===== src/rtl/dmaq_pkg.sv =====
package dmaq_pkg;

  localparam int WORD_BYTES  = 4;
  localparam int BURST_BEATS = 8;
  localparam int BEAT_W      = $clog2(BURST_BEATS);

  typedef enum logic [1:0] {
    AM_FIXED = 2'b00,
    AM_INC   = 2'b01,
    AM_RSV_A = 2'b10,
    AM_RSV_B = 2'b11
  } amode_e;

  localparam int CTL_ON   = 0;
  localparam int CTL_DONE = 1;
  localparam int CTL_DIR  = 8;
  localparam int CTL_SRCM = 12;
  localparam int CTL_DSTM = 14;

  // mode of one side of the transfer: dst_side = 1 picks the destination field
  function automatic logic side_incr(input logic [31:0] ctl, input logic dst_side);
    amode_e m;
    m = dst_side ? amode_e'(ctl[CTL_DSTM +: 2]) : amode_e'(ctl[CTL_SRCM +: 2]);
    return (m == AM_INC);
  endfunction

  // address after nbeats words on one side
  function automatic logic [31:0] walk_addr(input logic [31:0] base, input logic incr,
                                            input logic [31:0] nbeats);
    return incr ? base + (nbeats * WORD_BYTES) : base;
  endfunction

  function automatic logic dir_to_mem(input logic [31:0] ctl);
    return ctl[CTL_DIR];
  endfunction

endpackage


===== src/rtl/dmaq_chan_regs.sv =====
module dmaq_chan_regs
  import dmaq_pkg::*;
(
  input  logic        clk,
  input  logic        rst_n,
  input  logic        wr_src,
  input  logic        wr_dst,
  input  logic        wr_cnt,
  input  logic        wr_ctl,
  input  logic [31:0] wdata,
  input  logic        wb_en,
  input  logic [31:0] wb_src,
  input  logic [31:0] wb_dst,
  input  logic [31:0] wb_cnt,
  output logic [31:0] src_q,
  output logic [31:0] dst_q,
  output logic [31:0] cnt_q,
  output logic [31:0] ctl_q
);

  // burst write-back first, a software write in the same cycle wins
  always_ff @(posedge clk) begin
    if (!rst_n) begin
      src_q <= '0;
      dst_q <= '0;
      cnt_q <= '0;
      ctl_q <= '0;
    end else begin
      if (wb_en) begin
        src_q <= wb_src;
        dst_q <= wb_dst;
        cnt_q <= wb_cnt;
        if (wb_cnt == 32'd0) ctl_q[CTL_DONE] <= 1'b1;
      end
      if (wr_src) src_q <= wdata;
      if (wr_dst) dst_q <= wdata;
      if (wr_cnt) cnt_q <= wdata;
      if (wr_ctl) ctl_q <= wdata;
    end
  end

endmodule


===== src/rtl/dmaq_pick.sv =====
module dmaq_pick #(
  parameter int N  = 4,
  parameter int IW = (N > 1) ? $clog2(N) : 1
) (
  input  logic [N-1:0]  req,
  output logic [N-1:0]  gnt,
  output logic [IW-1:0] idx,
  output logic          any
);

  // lowest set bit wins
  always_comb begin
    gnt = req & (~req + N'(1));
    idx = '0;
    for (int i = N - 1; i >= 0; i--) begin
      if (req[i]) idx = IW'(i);
    end
    any = |req;
  end

endmodule


===== src/rtl/dmaq_beat_seq.sv =====
module dmaq_beat_seq
  import dmaq_pkg::*;
#(
  parameter int IW = 2
) (
  input  logic          clk,
  input  logic          rst_n,
  input  logic          start,
  input  logic [IW-1:0] start_idx,
  input  logic [31:0]   start_src,
  input  logic [31:0]   start_dst,
  input  logic [31:0]   start_cnt,
  input  logic [31:0]   start_ctl,
  input  logic [31:0]   mem_rdata,
  input  logic [31:0]   dev_rdata,
  output logic          busy,
  output logic          done,
  output logic [IW-1:0] done_idx,
  output logic [31:0]   wb_src,
  output logic [31:0]   wb_dst,
  output logic [31:0]   wb_cnt,
  output logic          mem_valid,
  output logic          mem_we,
  output logic [31:0]   mem_addr,
  output logic [31:0]   mem_wdata,
  output logic          dev_valid,
  output logic          dev_we,
  output logic [IW-1:0] dev_ch,
  output logic [31:0]   dev_addr,
  output logic [31:0]   dev_wdata
);

  logic              busy_q;
  logic [BEAT_W-1:0] beat_q;
  logic [IW-1:0]     idx_q;
  logic [31:0]       src_l, dst_l, cnt_l;
  logic              src_inc_l, dst_inc_l, to_mem_l;
  logic [31:0]       beat_src, beat_dst;
  logic              last_beat;

  assign last_beat = busy_q && (beat_q == BEAT_W'(BURST_BEATS - 1));

  always_ff @(posedge clk) begin
    if (!rst_n) begin
      busy_q    <= 1'b0;
      beat_q    <= '0;
      idx_q     <= '0;
      src_l     <= '0;
      dst_l     <= '0;
      cnt_l     <= '0;
      src_inc_l <= 1'b0;
      dst_inc_l <= 1'b0;
      to_mem_l  <= 1'b0;
    end else if (!busy_q) begin
      if (start) begin
        busy_q    <= 1'b1;
        beat_q    <= '0;
        idx_q     <= start_idx;
        src_l     <= start_src;
        dst_l     <= start_dst;
        cnt_l     <= start_cnt;
        src_inc_l <= side_incr(start_ctl, 1'b0);
        dst_inc_l <= side_incr(start_ctl, 1'b1);
        to_mem_l  <= dir_to_mem(start_ctl);
      end
    end else begin
      beat_q <= beat_q + BEAT_W'(1);
      if (last_beat) busy_q <= 1'b0;
    end
  end

  assign beat_src = walk_addr(src_l, src_inc_l, 32'(beat_q));
  assign beat_dst = walk_addr(dst_l, dst_inc_l, 32'(beat_q));

  assign busy      = busy_q;
  assign mem_valid = busy_q;
  assign dev_valid = busy_q;
  assign mem_we    = busy_q & to_mem_l;
  assign dev_we    = busy_q & ~to_mem_l;
  assign mem_addr  = to_mem_l ? beat_dst : beat_src;
  assign dev_addr  = to_mem_l ? beat_src : beat_dst;
  assign mem_wdata = dev_rdata;
  assign dev_wdata = mem_rdata;
  assign dev_ch    = idx_q;

  // burst end event with the values to write back
  assign done     = last_beat;
  assign done_idx = idx_q;
  assign wb_src   = walk_addr(src_l, src_inc_l, 32'(BURST_BEATS));
  assign wb_dst   = walk_addr(dst_l, dst_inc_l, 32'(BURST_BEATS));
  assign wb_cnt   = cnt_l - 32'd1;

endmodule


===== src/rtl/dmaq_engine.sv =====
module dmaq_engine
  import dmaq_pkg::*;
#(
  parameter  int NUM_CH = 4,
  localparam int BUS_AW = $clog2((NUM_CH + 1) * 16),
  localparam int IW     = (NUM_CH > 1) ? $clog2(NUM_CH) : 1
) (
  input  logic              clk,
  input  logic              rst_n,
  input  logic              bus_wr,
  input  logic [BUS_AW-1:0] bus_addr,
  input  logic [31:0]       bus_wdata,
  output logic [31:0]       bus_rdata,
  input  logic [NUM_CH-1:0] dreq,
  output logic [NUM_CH-1:0] dack,
  output logic              mem_valid,
  output logic              mem_we,
  output logic [31:0]       mem_addr,
  output logic [31:0]       mem_wdata,
  input  logic [31:0]       mem_rdata,
  output logic              dev_valid,
  output logic              dev_we,
  output logic [IW-1:0]     dev_ch,
  output logic [31:0]       dev_addr,
  output logic [31:0]       dev_wdata,
  input  logic [31:0]       dev_rdata
);

  localparam int BLK_W = BUS_AW - 4;

  logic [BLK_W-1:0]  blk;
  logic [1:0]        slot;
  logic              aligned;
  logic [31:0]       glob_q;
  logic              master_en;
  logic [31:0]       src_a [NUM_CH];
  logic [31:0]       dst_a [NUM_CH];
  logic [31:0]       cnt_a [NUM_CH];
  logic [31:0]       ctl_a [NUM_CH];
  logic [NUM_CH-1:0] te_vec;
  logic [NUM_CH-1:0] armed;
  logic [NUM_CH-1:0] eligible;
  logic [NUM_CH-1:0] gnt;
  logic [IW-1:0]     gnt_idx;
  logic              gnt_any;
  logic              busy;
  logic              done;
  logic [IW-1:0]     done_idx;
  logic [31:0]       wb_src, wb_dst, wb_cnt;

  assign blk     = bus_addr[BUS_AW-1:4];
  assign slot    = bus_addr[3:2];
  assign aligned = (bus_addr[1:0] == 2'b00);

  // global register, bit 0 is the master enable
  always_ff @(posedge clk) begin
    if (!rst_n) glob_q <= '0;
    else if (bus_wr && aligned && blk == BLK_W'(NUM_CH) && slot == 2'd0) glob_q <= bus_wdata;
  end
  assign master_en = glob_q[0];

  for (genvar c = 0; c < NUM_CH; c++) begin : g_ch
    logic hit;
    assign hit = bus_wr && aligned && (blk == BLK_W'(c));
    dmaq_chan_regs u_regs (
      .clk    (clk),
      .rst_n  (rst_n),
      .wr_src (hit && slot == 2'd0),
      .wr_dst (hit && slot == 2'd1),
      .wr_cnt (hit && slot == 2'd2),
      .wr_ctl (hit && slot == 2'd3),
      .wdata  (bus_wdata),
      .wb_en  (done && done_idx == IW'(c)),
      .wb_src (wb_src),
      .wb_dst (wb_dst),
      .wb_cnt (wb_cnt),
      .src_q  (src_a[c]),
      .dst_q  (dst_a[c]),
      .cnt_q  (cnt_a[c]),
      .ctl_q  (ctl_a[c])
    );
    assign te_vec[c] = ctl_a[c][CTL_DONE];
    assign armed[c]  = ctl_a[c][CTL_ON] && !te_vec[c] && (cnt_a[c] != 32'd0);
  end

  always_comb begin
    bus_rdata = '0;
    if (aligned) begin
      for (int c = 0; c < NUM_CH; c++) begin
        if (blk == BLK_W'(c)) begin
          case (slot)
            2'd0:    bus_rdata = src_a[c];
            2'd1:    bus_rdata = dst_a[c];
            2'd2:    bus_rdata = cnt_a[c];
            default: bus_rdata = ctl_a[c];
          endcase
        end
      end
      if (blk == BLK_W'(NUM_CH) && slot == 2'd0) bus_rdata = glob_q;
    end
  end

  assign eligible = armed & dreq & {NUM_CH{master_en}} & {NUM_CH{~busy}};

  dmaq_pick #(.N(NUM_CH), .IW(IW)) u_pick (
    .req (eligible),
    .gnt (gnt),
    .idx (gnt_idx),
    .any (gnt_any)
  );

  assign dack = gnt;

  dmaq_beat_seq #(.IW(IW)) u_seq (
    .clk       (clk),
    .rst_n     (rst_n),
    .start     (gnt_any),
    .start_idx (gnt_idx),
    .start_src (src_a[gnt_idx]),
    .start_dst (dst_a[gnt_idx]),
    .start_cnt (cnt_a[gnt_idx]),
    .start_ctl (ctl_a[gnt_idx]),
    .mem_rdata (mem_rdata),
    .dev_rdata (dev_rdata),
    .busy      (busy),
    .done      (done),
    .done_idx  (done_idx),
    .wb_src    (wb_src),
    .wb_dst    (wb_dst),
    .wb_cnt    (wb_cnt),
    .mem_valid (mem_valid),
    .mem_we    (mem_we),
    .mem_addr  (mem_addr),
    .mem_wdata (mem_wdata),
    .dev_valid (dev_valid),
    .dev_we    (dev_we),
    .dev_ch    (dev_ch),
    .dev_addr  (dev_addr),
    .dev_wdata (dev_wdata)
  );

endmodule


===== config.mk =====
export PLATFORM = sky130hd
export DESIGN_NAME = dmaq_engine
export DESIGN_NICKNAME = d
export VERILOG_FILES = /design/src/rtl/dmaq_pkg.sv /design/src/rtl/dmaq_chan_regs.sv /design/src/rtl/dmaq_pick.sv /design/src/rtl/dmaq_beat_seq.sv /design/src/rtl/dmaq_engine.sv
export SDC_FILE = /design/constraint.sdc
export NUM_CORES = 2
export LEC_CHECK = 0
export BUFFER_PORTS_ARGS = -buffer_cell sky130_fd_sc_hd__clkbuf_2
export CORE_ASPECT_RATIO = 0.6
export CORE_MARGIN = 1
export CORE_UTILIZATION = 29
export DETAILED_ROUTE_END_ITERATION = 10
export SYNTH_ARGS = -nofsm -noshare
export SYNTH_HDL_FRONTEND = slang
export SYNTH_HIERARCHICAL = 1
export SYNTH_SLANG_ARGS = --single-unit

===== constraint.sdc =====
create_clock -name clk -period 4.2 [get_ports clk]
set_input_delay 1.26 -clock clk [delete_from_list [all_inputs] [get_ports clk]]
set_output_delay 1.26 -clock clk [all_outputs]
set_load 0.05 [all_outputs]

==> flow_summary.toml <==
[status]
status = "finished with violations"
violations = "setup timing"

[critical_path]
required_ns = 2.94
r2r-start = "u_seq/cnt_l[0]$_SDFFE_PN0P_"
end_kind = "output port"
timing.rr.end = "g_ch[2].u_regs/ctl_q[1]$_SDFFE_PN0P_"
reg2reg_slack_ns = 0.57
cp_slowest_cell = "nor3_4"
worst-r2r-cell-count = 10
cpPeakStageDelay_ns = 0.27
cp.arrival_ns = 3.02
worstSetupStartpoint = "bus_addr[2]"
crit_chain = "buf_16, buf_16, buf_12, nor4_4, nand2_2, nor3_4, buf_12, buf_4, nand2_2, nand2_4, clkbuf_16"
worstPathMaxFanout = 8
critPathKind = "primary input to output port"
setup.worst_path.start_class = "primary input"

[finish]
regArea_sq_mm = 0.0130
nFillCells = 13600
layout.nets = 4590
area.growth.synth_to_final_pct = 19.1
drive_gt1_share_pct = 21.4
fin_area_sq_mm = 0.0480
multi_input_area_sq_mm = 0.0259
fin_cells = 6340

[route]
drc_errors = 0
drtAntennaViolNets = 0
vias = 35300
viasPerCell = 5.57
avgRoutedWirePerCell_um = 26.2
first_pass_iters = 8
drt_iter0_markers = 4791
drt_wl_total_um = 166000

[placed_design]
numPlacedInstances = 6190
gp_congestion = 1.02
placed_area_sq_mm = 0.0440
port-buffer-count = 151
post-dp-hpwl_um = 119000
pre_cts_slack_ns = -0.517

[sta]
fin_crit_ns = 4.28
worst_slew_pin_slew_ns = 1.41
rsz0062_at_grt = "yes"
slew_headroom_pct = 4.99
hold_viol_final = 0
clock_skew_ns = 0.0294
setup_ws_ns = -0.0760
fin_crit_sh_pct = 102
final-max-slew-violation-count = 0
whs_ns = 0.466
setup_viol = 20
max_freq_mhz = 234

[global_route]
grt_overflow = 0
grt_max_degree = 169
antenna_found_initial = 11
grt_pass1_wl_um = 236000
grt_pass1_vias = 31800
grt_usage_pct = 22.6

[floorplanning]
die_h_um = 291
io_pins = 280
core_area_sq_mm = 0.137
dieArea_sq_mm = 0.141
start_util_pct = 29.4
die_w_um = 483
rows = 105

[worst_hold_path]
hold_end = "glob_q[22]$_SDFFE_PN0P_"
min_from = "glob_q[22]$_SDFFE_PN0P_"
hold_depth = 2
hold_class = "flop to flop"

[synthesis]
avgSynthCellArea_sq_um = 9.07
synth_area_sq_mm = 0.0403
ys_warn_count = 6
synth_nets = 4568
syn_inst = 4445

[clock_network]
cts_tree = "built"
insertion_delay_ns = 0.65
cts.htree.levels = 3
cts-root-buf = "clkbuf_16"
cts_buffers = 71
clk_path_buf_depth = 3
clock_sinks = 649
ctsHoldBuffers = 0
clk_pin_slew_ns = 0.06

[power]
power_leakage_nw = 16.2
p_per_area_mw_per_mm2 = 282
total_power_w = 0.0136
ir_worst_vdd_uv = 262

[job]
max-cap-violations = 0
[flip-flops by register name, summed over array words and instances (netlist names)]
name	flops
u_seq/src_l	32
g_ch.u_regs/cnt_q	128
g_ch.u_regs/dst_q	128
u_seq/busy	1
g_ch.u_regs/ctl_q	128
u_seq/beat_q	3
glob_q	32
u_seq/cnt_l	32
u_seq/dst_inc_l	1
u_seq/dst_l	32
g_ch.u_regs/src_q	128
u_seq/src_inc_l	1
u_seq/to_mem_l	1
u_seq/dev_ch	2
[where the power goes]
group / switching [W] / leakage (nW) / internal, W / total (W)
clock network: 0.00280 / 1.17 / 0.00375 / 0.00656
registers: 0.0000169 / 5.23 / 0.00617 / 0.00618
logic: 0.000511 / 9.76 / 0.000306 / 0.000817
[final cells by class]
type | count | area share, %
Antenna cell | 4 | 0.0208
Tap cell | 1819 | 4.74
Clock buffer | 105 | 4.51
Timing Repair Buffer | 399 | 9.22
Clock inverter | 18 | 0.386
Inverter | 10 | 0.0781
Multi-Input combinational cell | 3336 | 54.0
Sequential cell | 649 | 27.1
[how the worst max path moves through the flow]
stage | end | cells past startpoint | slack, ns
after floorplan | bus_rdata[16] | 8 | -0.001
after global placement | bus_rdata[8] | 8 | -0.50
after detailed placement | bus_rdata[8] | 8 | -0.52
after CTS | bus_rdata[27] | 9 | -0.07
after global routing | bus_rdata[12] | 11 | -0.10
final | bus_rdata[12] | 11 | -0.08
[per-stage QoR]
stage | setup TNS (ns) | util, %
6_report | -0.526 | 35.0
5_1_grt | -1.22 | 35.0
4_1_cts | -0.243 | 34.6
3_5_place_dp | -10.74 | 32.0
3_3_place_gp | -10.16 | 32.0
2_1_floorplan | -0.00129 | -
[routing by layer]
layer | part of all wire, % | vias up | track usage, %
met1 | 45 | 17300 | 34.3
met2 | 37 | 2267 | 28.7
met4 | 2.0 | 14 | 4.02
li1 | - | 15500 | -
met5 | 0.048 | - | 0
met3 | 16 | 218 | 9.98
[critical path, delay by kind of cell]
kind          cells  cell delay (ns)
simple gates      5             0.82
buf+inv           6             0.91
[layout by cell type (no fill, tap or decap), types with 27 or more instances in the layout]
| cell type | n |
|---|---|
| nand2_1 | 738 |
| mux2i_1 | 645 |
| dfxtp_1 | 633 |
| and2_1 | 391 |
| o21ai_0 | 391 |
| buf_4 | 167 |
| mux4_2 | 159 |
| nor2b_1 | 131 |
| a21boi_0 | 131 |
| buf_12 | 85 |
| clkbuf_2 | 84 |
| mux2_2 | 81 |
| clkbuf_16 | 81 |
| xor2_1 | 69 |
| nor4_1 | 65 |
| xnor2_1 | 59 |
| nor2_1 | 51 |
| nand4_1 | 36 |
| a21oi_1 | 33 |
| clkbuf_8 | 27 |
[what timing repair did]
item,CTS,global route
setup buffers,12,5
cloned,7,1
gates resized for setup,233,113
pin swaps,21,44
setup endpoints to repair,62,66
(Power assumes the default switching activity.)
